`src/rtl/gbe_sync_pkg.sv`:
```
package gbe_sync_pkg;

  typedef enum logic [1:0] {
    ST_LOSS = 2'd0,
    ST_CDET = 2'd1,
    ST_ACQ  = 2'd2,
    ST_SYNC = 2'd3
  } sync_st_e;

  // A comma: control group, decoder-valid, carrying the comma byte.
  function automatic logic f_is_comma(input logic ctrl, input logic good,
                                      input logic [7:0] data, input logic [7:0] comma);
    return ctrl && good && (data == comma);
  endfunction

  // Position after one accepted group: an accepted comma forces odd, others toggle.
  function automatic logic f_next_even(input logic cur_even, input logic force_odd);
    return force_odd ? 1'b0 : !cur_even;
  endfunction

endpackage

```
`src/rtl/cg_classify.sv`:
```
module cg_classify
  import gbe_sync_pkg::*;
#(
  parameter logic [7:0] COMMA_BYTE = 8'hBC
) (
  input  logic       ctrl,
  input  logic       good,
  input  logic [7:0] data,
  input  logic       nxt_even,
  output logic       is_comma,
  output logic       is_data,
  output logic       comma_ok,
  output logic       grp_bad
);

  always_comb begin
    is_comma = f_is_comma(ctrl, good, data, COMMA_BYTE);
    is_data  = !ctrl && good;
    comma_ok = is_comma && nxt_even;
    grp_bad  = !good || (is_comma && !nxt_even);
  end

endmodule

```
`src/rtl/cg_phase.sv`:
```
module cg_phase
  import gbe_sync_pkg::*;
(
  input  logic clk,
  input  logic rst_n,
  input  logic adv,
  input  logic force_odd,
  output logic nxt_even
);

  always_ff @(posedge clk) begin
    if (!rst_n)   nxt_even <= 1'b1;
    else if (adv) nxt_even <= f_next_even(nxt_even, force_odd);
  end

  AST_PHASE_FORCED_ODD: assert property (@(posedge clk) disable iff (!rst_n)
    adv && force_odd |=> !nxt_even);
  AST_PHASE_TOGGLES: assert property (@(posedge clk) disable iff (!rst_n)
    adv && !force_odd |=> nxt_even != $past(nxt_even));
  AST_PHASE_IDLE_HOLD: assert property (@(posedge clk) disable iff (!rst_n)
    !adv |=> $stable(nxt_even));

endmodule

```
`src/rtl/sync_fsm.sv`:
```
module sync_fsm
  import gbe_sync_pkg::*;
#(
  parameter int SETS_NEEDED = 3,
  parameter int ERR_LIMIT   = 4,
  parameter int GOOD_RUN    = 4
) (
  input  logic clk,
  input  logic rst_n,
  input  logic valid,
  input  logic is_comma,
  input  logic is_data,
  input  logic comma_ok,
  input  logic grp_bad,
  output logic in_loss,
  output logic sync_ok
);

  localparam int SET_W  = $clog2(SETS_NEEDED + 1);
  localparam int ERR_W  = $clog2(ERR_LIMIT);
  localparam int GOOD_W = $clog2(GOOD_RUN);
  localparam logic [SET_W-1:0]  SET_LAST = SET_W'(SETS_NEEDED);
  localparam logic [ERR_W-1:0]  ERR_LAST = ERR_W'(ERR_LIMIT - 1);
  localparam logic [GOOD_W-1:0] GOOD_LAST = GOOD_W'(GOOD_RUN - 1);

  sync_st_e          st_q, st_d;
  logic [SET_W-1:0]  set_q, set_d;
  logic [ERR_W-1:0]  err_q, err_d;
  logic [GOOD_W-1:0] good_q, good_d;

  always_comb begin
    st_d   = st_q;
    set_d  = set_q;
    err_d  = err_q;
    good_d = good_q;
    if (valid) begin
      unique case (st_q)
        ST_LOSS: begin
          if (is_comma) begin
            st_d  = ST_CDET;
            set_d = SET_W'(1);
          end
        end
        ST_CDET: begin
          if (is_data) begin
            if (set_q == SET_LAST) begin
              st_d   = ST_SYNC;
              err_d  = '0;
              good_d = '0;
            end else begin
              st_d = ST_ACQ;
            end
          end else begin
            st_d  = ST_LOSS;
            set_d = '0;
          end
        end
        ST_ACQ: begin
          if (grp_bad) begin
            st_d  = ST_LOSS;
            set_d = '0;
          end else if (comma_ok) begin
            st_d  = ST_CDET;
            set_d = set_q + SET_W'(1);
          end
        end
        ST_SYNC: begin
          if (grp_bad) begin
            good_d = '0;
            if (err_q == ERR_LAST) begin
              st_d  = ST_LOSS;
              err_d = '0;
              set_d = '0;
            end else begin
              err_d = err_q + ERR_W'(1);
            end
          end else if (err_q != '0) begin
            if (good_q == GOOD_LAST) begin
              err_d  = err_q - ERR_W'(1);
              good_d = '0;
            end else begin
              good_d = good_q + GOOD_W'(1);
            end
          end
        end
        default: st_d = ST_LOSS;
      endcase
    end
  end

  always_ff @(posedge clk) begin
    if (!rst_n) begin
      st_q   <= ST_LOSS;
      set_q  <= '0;
      err_q  <= '0;
      good_q <= '0;
    end else begin
      st_q   <= st_d;
      set_q  <= set_d;
      err_q  <= err_d;
      good_q <= good_d;
    end
  end

  assign in_loss = (st_q == ST_LOSS);
  assign sync_ok = (st_q == ST_SYNC);

  AST_SYNC_AFTER_SETS: assert property (@(posedge clk) disable iff (!rst_n)
    $rose(sync_ok) |-> $past(st_q == ST_CDET && set_q == SET_LAST && valid && is_data));
  AST_ACQ_BAD_TO_LOSS: assert property (@(posedge clk) disable iff (!rst_n)
    (st_q == ST_ACQ || st_q == ST_CDET) && valid && grp_bad |=> in_loss);
  AST_ERR_LIMIT_DROP: assert property (@(posedge clk) disable iff (!rst_n)
    sync_ok && valid && grp_bad && err_q == ERR_LAST |=> !sync_ok);
  AST_ERR_CLEAR_OUTSIDE: assert property (@(posedge clk) disable iff (!rst_n)
    !sync_ok |-> err_q == '0);
  AST_IDLE_STATE_HOLD: assert property (@(posedge clk) disable iff (!rst_n)
    !valid |=> $stable(st_q));

endmodule

```
`src/rtl/gbe_rx_sync.sv`:
```
module gbe_rx_sync
  import gbe_sync_pkg::*;
#(
  parameter logic [7:0] COMMA_BYTE  = 8'hBC,
  parameter int         SETS_NEEDED = 3,
  parameter int         ERR_LIMIT   = 4,
  parameter int         GOOD_RUN    = 4
) (
  input  logic       clk,
  input  logic       rst_n,
  input  logic       cg_valid,
  input  logic       cg_ctrl,
  input  logic       cg_good,
  input  logic [7:0] cg_byte,
  output logic       sync_ok
);

  logic nxt_even;
  logic is_comma, is_data, comma_ok, grp_bad;
  logic in_loss, force_odd;

  cg_classify #(.COMMA_BYTE(COMMA_BYTE)) u_cls (
    .ctrl(cg_ctrl), .good(cg_good), .data(cg_byte), .nxt_even(nxt_even),
    .is_comma(is_comma), .is_data(is_data), .comma_ok(comma_ok), .grp_bad(grp_bad)
  );

  // An accepted comma (any comma while out of sync, else only on even) sets odd.
  assign force_odd = comma_ok || (in_loss && is_comma);

  cg_phase u_phase (
    .clk(clk), .rst_n(rst_n), .adv(cg_valid), .force_odd(force_odd), .nxt_even(nxt_even)
  );

  sync_fsm #(.SETS_NEEDED(SETS_NEEDED), .ERR_LIMIT(ERR_LIMIT), .GOOD_RUN(GOOD_RUN)) u_fsm (
    .clk(clk), .rst_n(rst_n), .valid(cg_valid), .is_comma(is_comma), .is_data(is_data),
    .comma_ok(comma_ok), .grp_bad(grp_bad), .in_loss(in_loss), .sync_ok(sync_ok)
  );

  AST_MISPLACED_COMMA_BAD: assert property (@(posedge clk) disable iff (!rst_n)
    cg_valid && !in_loss && is_comma && !nxt_even |-> grp_bad);
  AST_BAD_DECODE_NOT_COMMA: assert property (@(posedge clk) disable iff (!rst_n)
    !cg_good |-> !is_comma && !is_data);

endmodule

```
`config.mk`:
```
export PLATFORM = sky130hd
export DESIGN_NAME = gbe_rx_sync
export DESIGN_NICKNAME = d
export VERILOG_FILES = /design/src/rtl/gbe_sync_pkg.sv /design/src/rtl/cg_classify.sv /design/src/rtl/cg_phase.sv /design/src/rtl/sync_fsm.sv /design/src/rtl/gbe_rx_sync.sv
export SDC_FILE = /design/constraint.sdc
export NUM_CORES = 1
export LEC_CHECK = 0
export BUFFER_PORTS_ARGS = -buffer_cell sky130_fd_sc_hd__buf_2
export CAP_MARGIN = 0
export CORE_UTILIZATION = 45
export CTS_CLUSTER_DIAMETER = 100
export DETAILED_ROUTE_END_ITERATION = 12
export PLACE_DENSITY = 0.69
export SLEW_MARGIN = 20
export SYNTH_ARGS = -nofsm -noshare
export SYNTH_HDL_FRONTEND = slang
export SYNTH_HIERARCHICAL = 1
export SYNTH_SLANG_ARGS = --single-unit
```
`constraint.sdc`:
```
create_clock -name clk -period 5.5 [get_ports clk]
set_clock_uncertainty 0.2 [all_clocks]
set_input_delay 0.55 -clock clk [delete_from_list [all_inputs] [get_ports clk]]
set_output_delay 0.55 -clock clk [all_outputs]
set_load 0.02 [all_outputs]
```
# --- Word level (Yosys, flattened, before mapping) ---
# Cells that the tools add are included.
classes:
  reduce_logical: 18
  n_addsub: 4
  n_eq_ne: 16
  muxes: 24
ops:
  columns: ["operator", "count"]
  rows:
  - ["2-to-1 mux 2 bit", 18]
  - ["case mux 2 bit (4 select lines)", 2]
  - ["AND reduction 6 bit", 2]
  - ["== test 2 bit, second input constant", 5]
  - ["AND reduction 5 bit", 2]
  - ["== test 8 bit, second input constant", 1]
  - ["case mux 2 bit (2 select lines)", 2]
  - ["adder 2 x 1 -> 2 bit, second input constant", 3]
  - ["logical AND 1 bit", 6]
  - ["!= test 2 x 1 -> 1 bit, second input constant", 3]
  - ["!= test 2 bit, second input constant", 3]
  - ["!= test 3 x 1 -> 1 bit, second input constant", 2]
  - ["nonzero test 2 bit", 2]
  - ["logical NOT 1 bit", 3]
  - ["!= test 3 bit, second input constant", 1]
  - ["== test 2 x 1 -> 1 bit, second input constant", 1]
  - ["logical NOT 2 bit", 1]
  - ["logical OR 1 bit", 2]
  - ["2-to-1 mux 1 bit", 2]
  - ["subtractor 2 x 1 -> 2 bit, second input constant", 1]
word_totals:
  in_bits: 13
  register_bits: 9
  word_cells: 67

# --- Depth between registers and ports, before layout ---
logic_depth:
  ltp_word: 6
  mapped_depth: 6
  mapped_depth_nobuf: 6

# --- Hierarchy ---
# Netlist, hierarchy kept.
by_module_without_submodules:
  columns: ["module", "n_inst", "cells_per_inst", "area_per_inst_um2"]
  rows:
  - ["sync_fsm", 1, 61, 558.0]
  - ["cg_classify", 1, 9, 66.3]
  - ["cg_phase", 1, 4, 41.3]
  - ["gbe_rx_sync", 1, 1, 7.5]

# --- Worst setup path after synthesis ---
# No wires, ideal clock.
synth_path:
  path_kind: "input port to flip-flop"
  start: "input cg_byte[6]"
  end: "register u_fsm.good_q[0]"
  t_arrival_ns: 2.405
  path_stages: 6
  slack_ns: 2.776
  required_time_ns: 5.182
  n_path_buf: 0
  cell_sequence: "or4b_4 > o41ai_2 > and3b_4 > a211o_1 > a22oi_1 > nor2b_1"
synth_between:
  elab_chain_cells: 6
  elab_cells_between_ends: 8
  cone_classes: "eq/ne (2); mux (2); reduce/logical (4)"
synth_rtl:
  columns: ["element", "line_no", "rtl"]
  rows:
  - ["from (decl)", "gbe_rx_sync.sv:14", "input logic [7:0] cg_byte,"]
  - ["== test 8 bit *", "gbe_sync_pkg.sv:13", "return ctrl && good && (data == comma);"]
  - ["logical AND 1 bit *", "gbe_sync_pkg.sv:13", null]
  - ["logical AND 1 bit *", "cg_classify.sv:20", "grp_bad = !good || (is_comma && !nxt_even);"]
  - ["logical OR 1 bit *", "cg_classify.sv:20", null]
  - ["net grp_bad", "gbe_rx_sync.sv:19", "logic is_comma, is_data, comma_ok, grp_bad;"]
  - ["!= test 3 x 1 -> 1 bit (no source line) or 2-to-1 mux 2 bit (tied branches)", null, null]
  - ["AND reduction 5 bit (no source line) or case mux 2 bit (2 select lines) (tied branches)", null, null]
  - ["to (signal assigned)", "sync_fsm.sv:101", "good_q <= good_d;"]
  - ["to (decl)", "sync_fsm.sv:29", "logic [GOOD_W-1:0] good_q, good_d;"]
# Mark *: on every way through the listed nets, which the timed path passes. The rest lies on a longest branch.
# A chain may end at the register's enable or synchronous reset.

# --- Worst setup path in the final report ---
# Ends and elaborated chain as after synthesis.

==> summary.txt <==
Global routing
  – Vias in the first global route: 522
  – Largest net degree at the start of global routing: 13
  – Antenna violations before repair: 0
  – Grt ovf: 0
  – First-pass GRT wire length: 2076 microns
  – Total GRT Usage: 20.02%

Worst setup path
  – Worst setup EP type: flip-flop
  – WP buf/inv: 1
  – CP cell instances: buf_2 -> or4b_4 -> o41ai_2 -> and3b_4 -> a211o_1 -> a22oi_1 -> nor2b_1
  – CP required: 5440 ps
  – Crit-path max cell delay: 590 ps
  – CP max stage cell: o41ai_2
  – Worst Setup Path Type: in2reg
  – Cell family with the largest share of critical-path delay: compound AO/OA/AOI/OAI gates
  – Arr. time, crit path: 2660 ps
  – Worst setup SP type: input pin
  – Crit Path Max Fanout: 6

Detailed routing
  – First-pass DRT Iterations: 4
  – Via-to-Cell Ratio: 5.654
  – Drt wl/cell: 12.51 microns
  – Starting DRT DRC Count: 21
  – Number of remaining DRC errors: 0
  – Vias: 588
  – Antenna Nets Post-Route: 0
  – Total routed wirelength: 1301 microns

CTS
  – Clock net sink count: 9
  – Clock Pin Slew Worst Setup and Hold Paths: 60 ps
  – Post-cts resize count: 0
  – CTS root buffer: clkbuf_4
  – H-tree level count: 1
  – # hold bufs at CTS: 0
  – CTS tree: yes
  – Clk_lat worst skew: 260 ps
  – Total CTS buffers: 3
  – Setup Fix Bufs, Post-CTS: 0
  – Clock Tree Buf Depth: 2

Placement
  – Dpl cells: 100
  – DP HPWL: 1047 microns
  – Gp weighted congestion: 0.7388
  – IO buf count: 13

Synthesis
  – Sequential area share after synthesis: 26.77%
  – Yosys reg bits: 9
  – Post-synthesis cell type count: 35
  – Top_reg_cell synth: dfxtp_1
  – Post-synth EDFFs: 0
  – Synth warn: 6
  – Asr flop ratio synth: 0%
  – Post-synth top area cell: dfxtp_1
  – Top cell type's share of synthesized area: 26.77%
  – Post-Syn Area: 673.1 sq um
  – Dominant cells by area after synthesis: dfxtp_1 (27%), ha_1 (7.4%), mux2i_1 (5.9%)
  – Syn_nets: 92
  – Post-Syn Instances: 75
  – Synth Area per Inst: 8.975 sq um

Die
  – DIE HEIGHT: 40.68 microns
  – Die width: 40.68 microns
  – Cell Rows: 13
  – I/O pin total: 14
  – CORE AREA: 0.001350 sq mm
  – Initial Utilization: 49.86%
  – Die footprint: 0.001654 sq mm

Finish
  – Share of cells above drive strength 1: 29.21%
  – # fillers: 137
  – P&R area growth vs syn: 13.01%
  – Final core occ: 56.35%
  – Nets: 107
  – # diodes: 0
  – Final Non-Filler Cells: 104

Power
  – Power Density: 169.5 mW/mm^2
  – Static leakage: 0.3106 nW
  – Tot Pwr: 0.0001289 W
  – Max IR drop VDD: 0.1287 mV

Timing
  – Final Cycle Share: 49.30%
  – Setup repair after global routing missed its margin: false
  – Slew HR: 58.53%
  – Final hold violation count: 0
  – Least-Margin Pin Slew: 615.2 ps
  – Final setup vio count: 0
  – Fmax achieved: 368.8 MHz
  – TNS Setup: 0 ps
  – Max Transition Viols Final: 0
  – Final min period: 2712 ps

Run status
  – Status: finished clean

Run
  – Max cap viols: 0

Min path
  – Worst min path class: reg2reg
## report_power, final
| group | leakage [nW] | total [W] | switching, W | internal, W |
|---|---|---|---|---|
| logic | 0.223 | 0.0000119 | 0.00000584 | 0.00000610 |
| clock network | 0.0150 | 0.0000504 | 0.0000225 | 0.0000279 |
| registers | 0.0728 | 0.0000666 | 0.000000813 | 0.0000658 |
| total | 0.311 | 0.000129 | 0.0000291 | 0.0000998 |
## cell families (layout without fill, tap and decap cells)
logic type,count (synthesis),in the layout,share of synthesized area [%]
XOR/XNOR,1,1,1.301
flip-flops,9,9,26.77
buffers and inverters,7,21,5.575
AND/OR/NAND/NOR,36,36,33.65
multiplexers,4,4,5.948
AO/OA/AOI/OAI,14,14,19.33
adder cells (fa/ha/maj),4,4,7.435
## area by class of cell
cell class	instances	area, sq um	share of cell area, %
clock buffers	4	26.28	3.454
inverters	4	15.01	1.974
multi-input cells	59	455.4	59.87
repair buffers	13	65.06	8.553
well taps	15	18.77	2.467
flip-flops and latches	9	180.2	23.68
## stage by stage
stage	cell area, sq um	hold slack, ps	setup WS (ps)
global route	760.7	294.5	2710
finish	760.7	267.3	2788
floorplan	673.1	238.5	2776
global placement	734.5	252.9	2572
CTS	760.7	275.7	2795
detailed placement	734.5	264.6	2520
## cells in the mapped netlist, types with 2 or more instances
master	number
a21oi_1	2
a22oi_1	2
buf_4	3
dfxtp_1	9
ha_1	4
inv_1	4
mux2i_1	4
nand2_1	7
nand3_1	2
nand4_1	2
nor2_1	5
nor2b_1	5
nor3_1	2
o21ai_0	2
or3_1	2
## worst paths after layout
kind                          from              end  slack [ps]  cells past startpoint
hold reg to reg     u_fsm/set_q[1]   u_fsm/set_q[1]         270                      2
hold / removal      u_fsm/set_q[1]   u_fsm/set_q[1]         270                      2
setup reg to reg  u_phase/nxt_even  u_fsm/good_q[0]        3320                      5
setup / recovery        cg_byte[6]  u_fsm/good_q[0]        2790                      7
## per-layer routing
layer	part of all wire [%]	global-route usage, %	vias to the layer above
li1	-	-	299
met1	43	20.07	276
met2	52	36.51	11
met3	3.4	8.152	2
met4	0.92	7.500	0
met5	0	0	-
## cells in the final DEF, fill, tap and decap left out, drive strengths merged, types with 2 or more instances in the layout
master / count
and3b: 2
nor2b: 5
nor2: 5
clkbuf: 4
o21ai: 2
nand4: 2
dfxtp: 9
a21oi: 2
buf: 13
inv: 4
ha: 4
nor3: 3
a22oi: 2
mux2i: 4
or3: 2
nand3: 2
nand2: 7
## flip-flops by register name (all words and copies together), names as in the netlist
register          cells
u_phase/nxt_even      1
u_fsm/err_q           2
u_fsm/good_q          2
u_fsm/st_q            2
u_fsm/set_q           2
## tightest hold or removal path, stage by stage, from the launching register on
cell	delay (ps)
dfxtp_1	310
nand2_1	60
mux2i_1	50
Note: power is estimated with default switching activity, not from simulation.
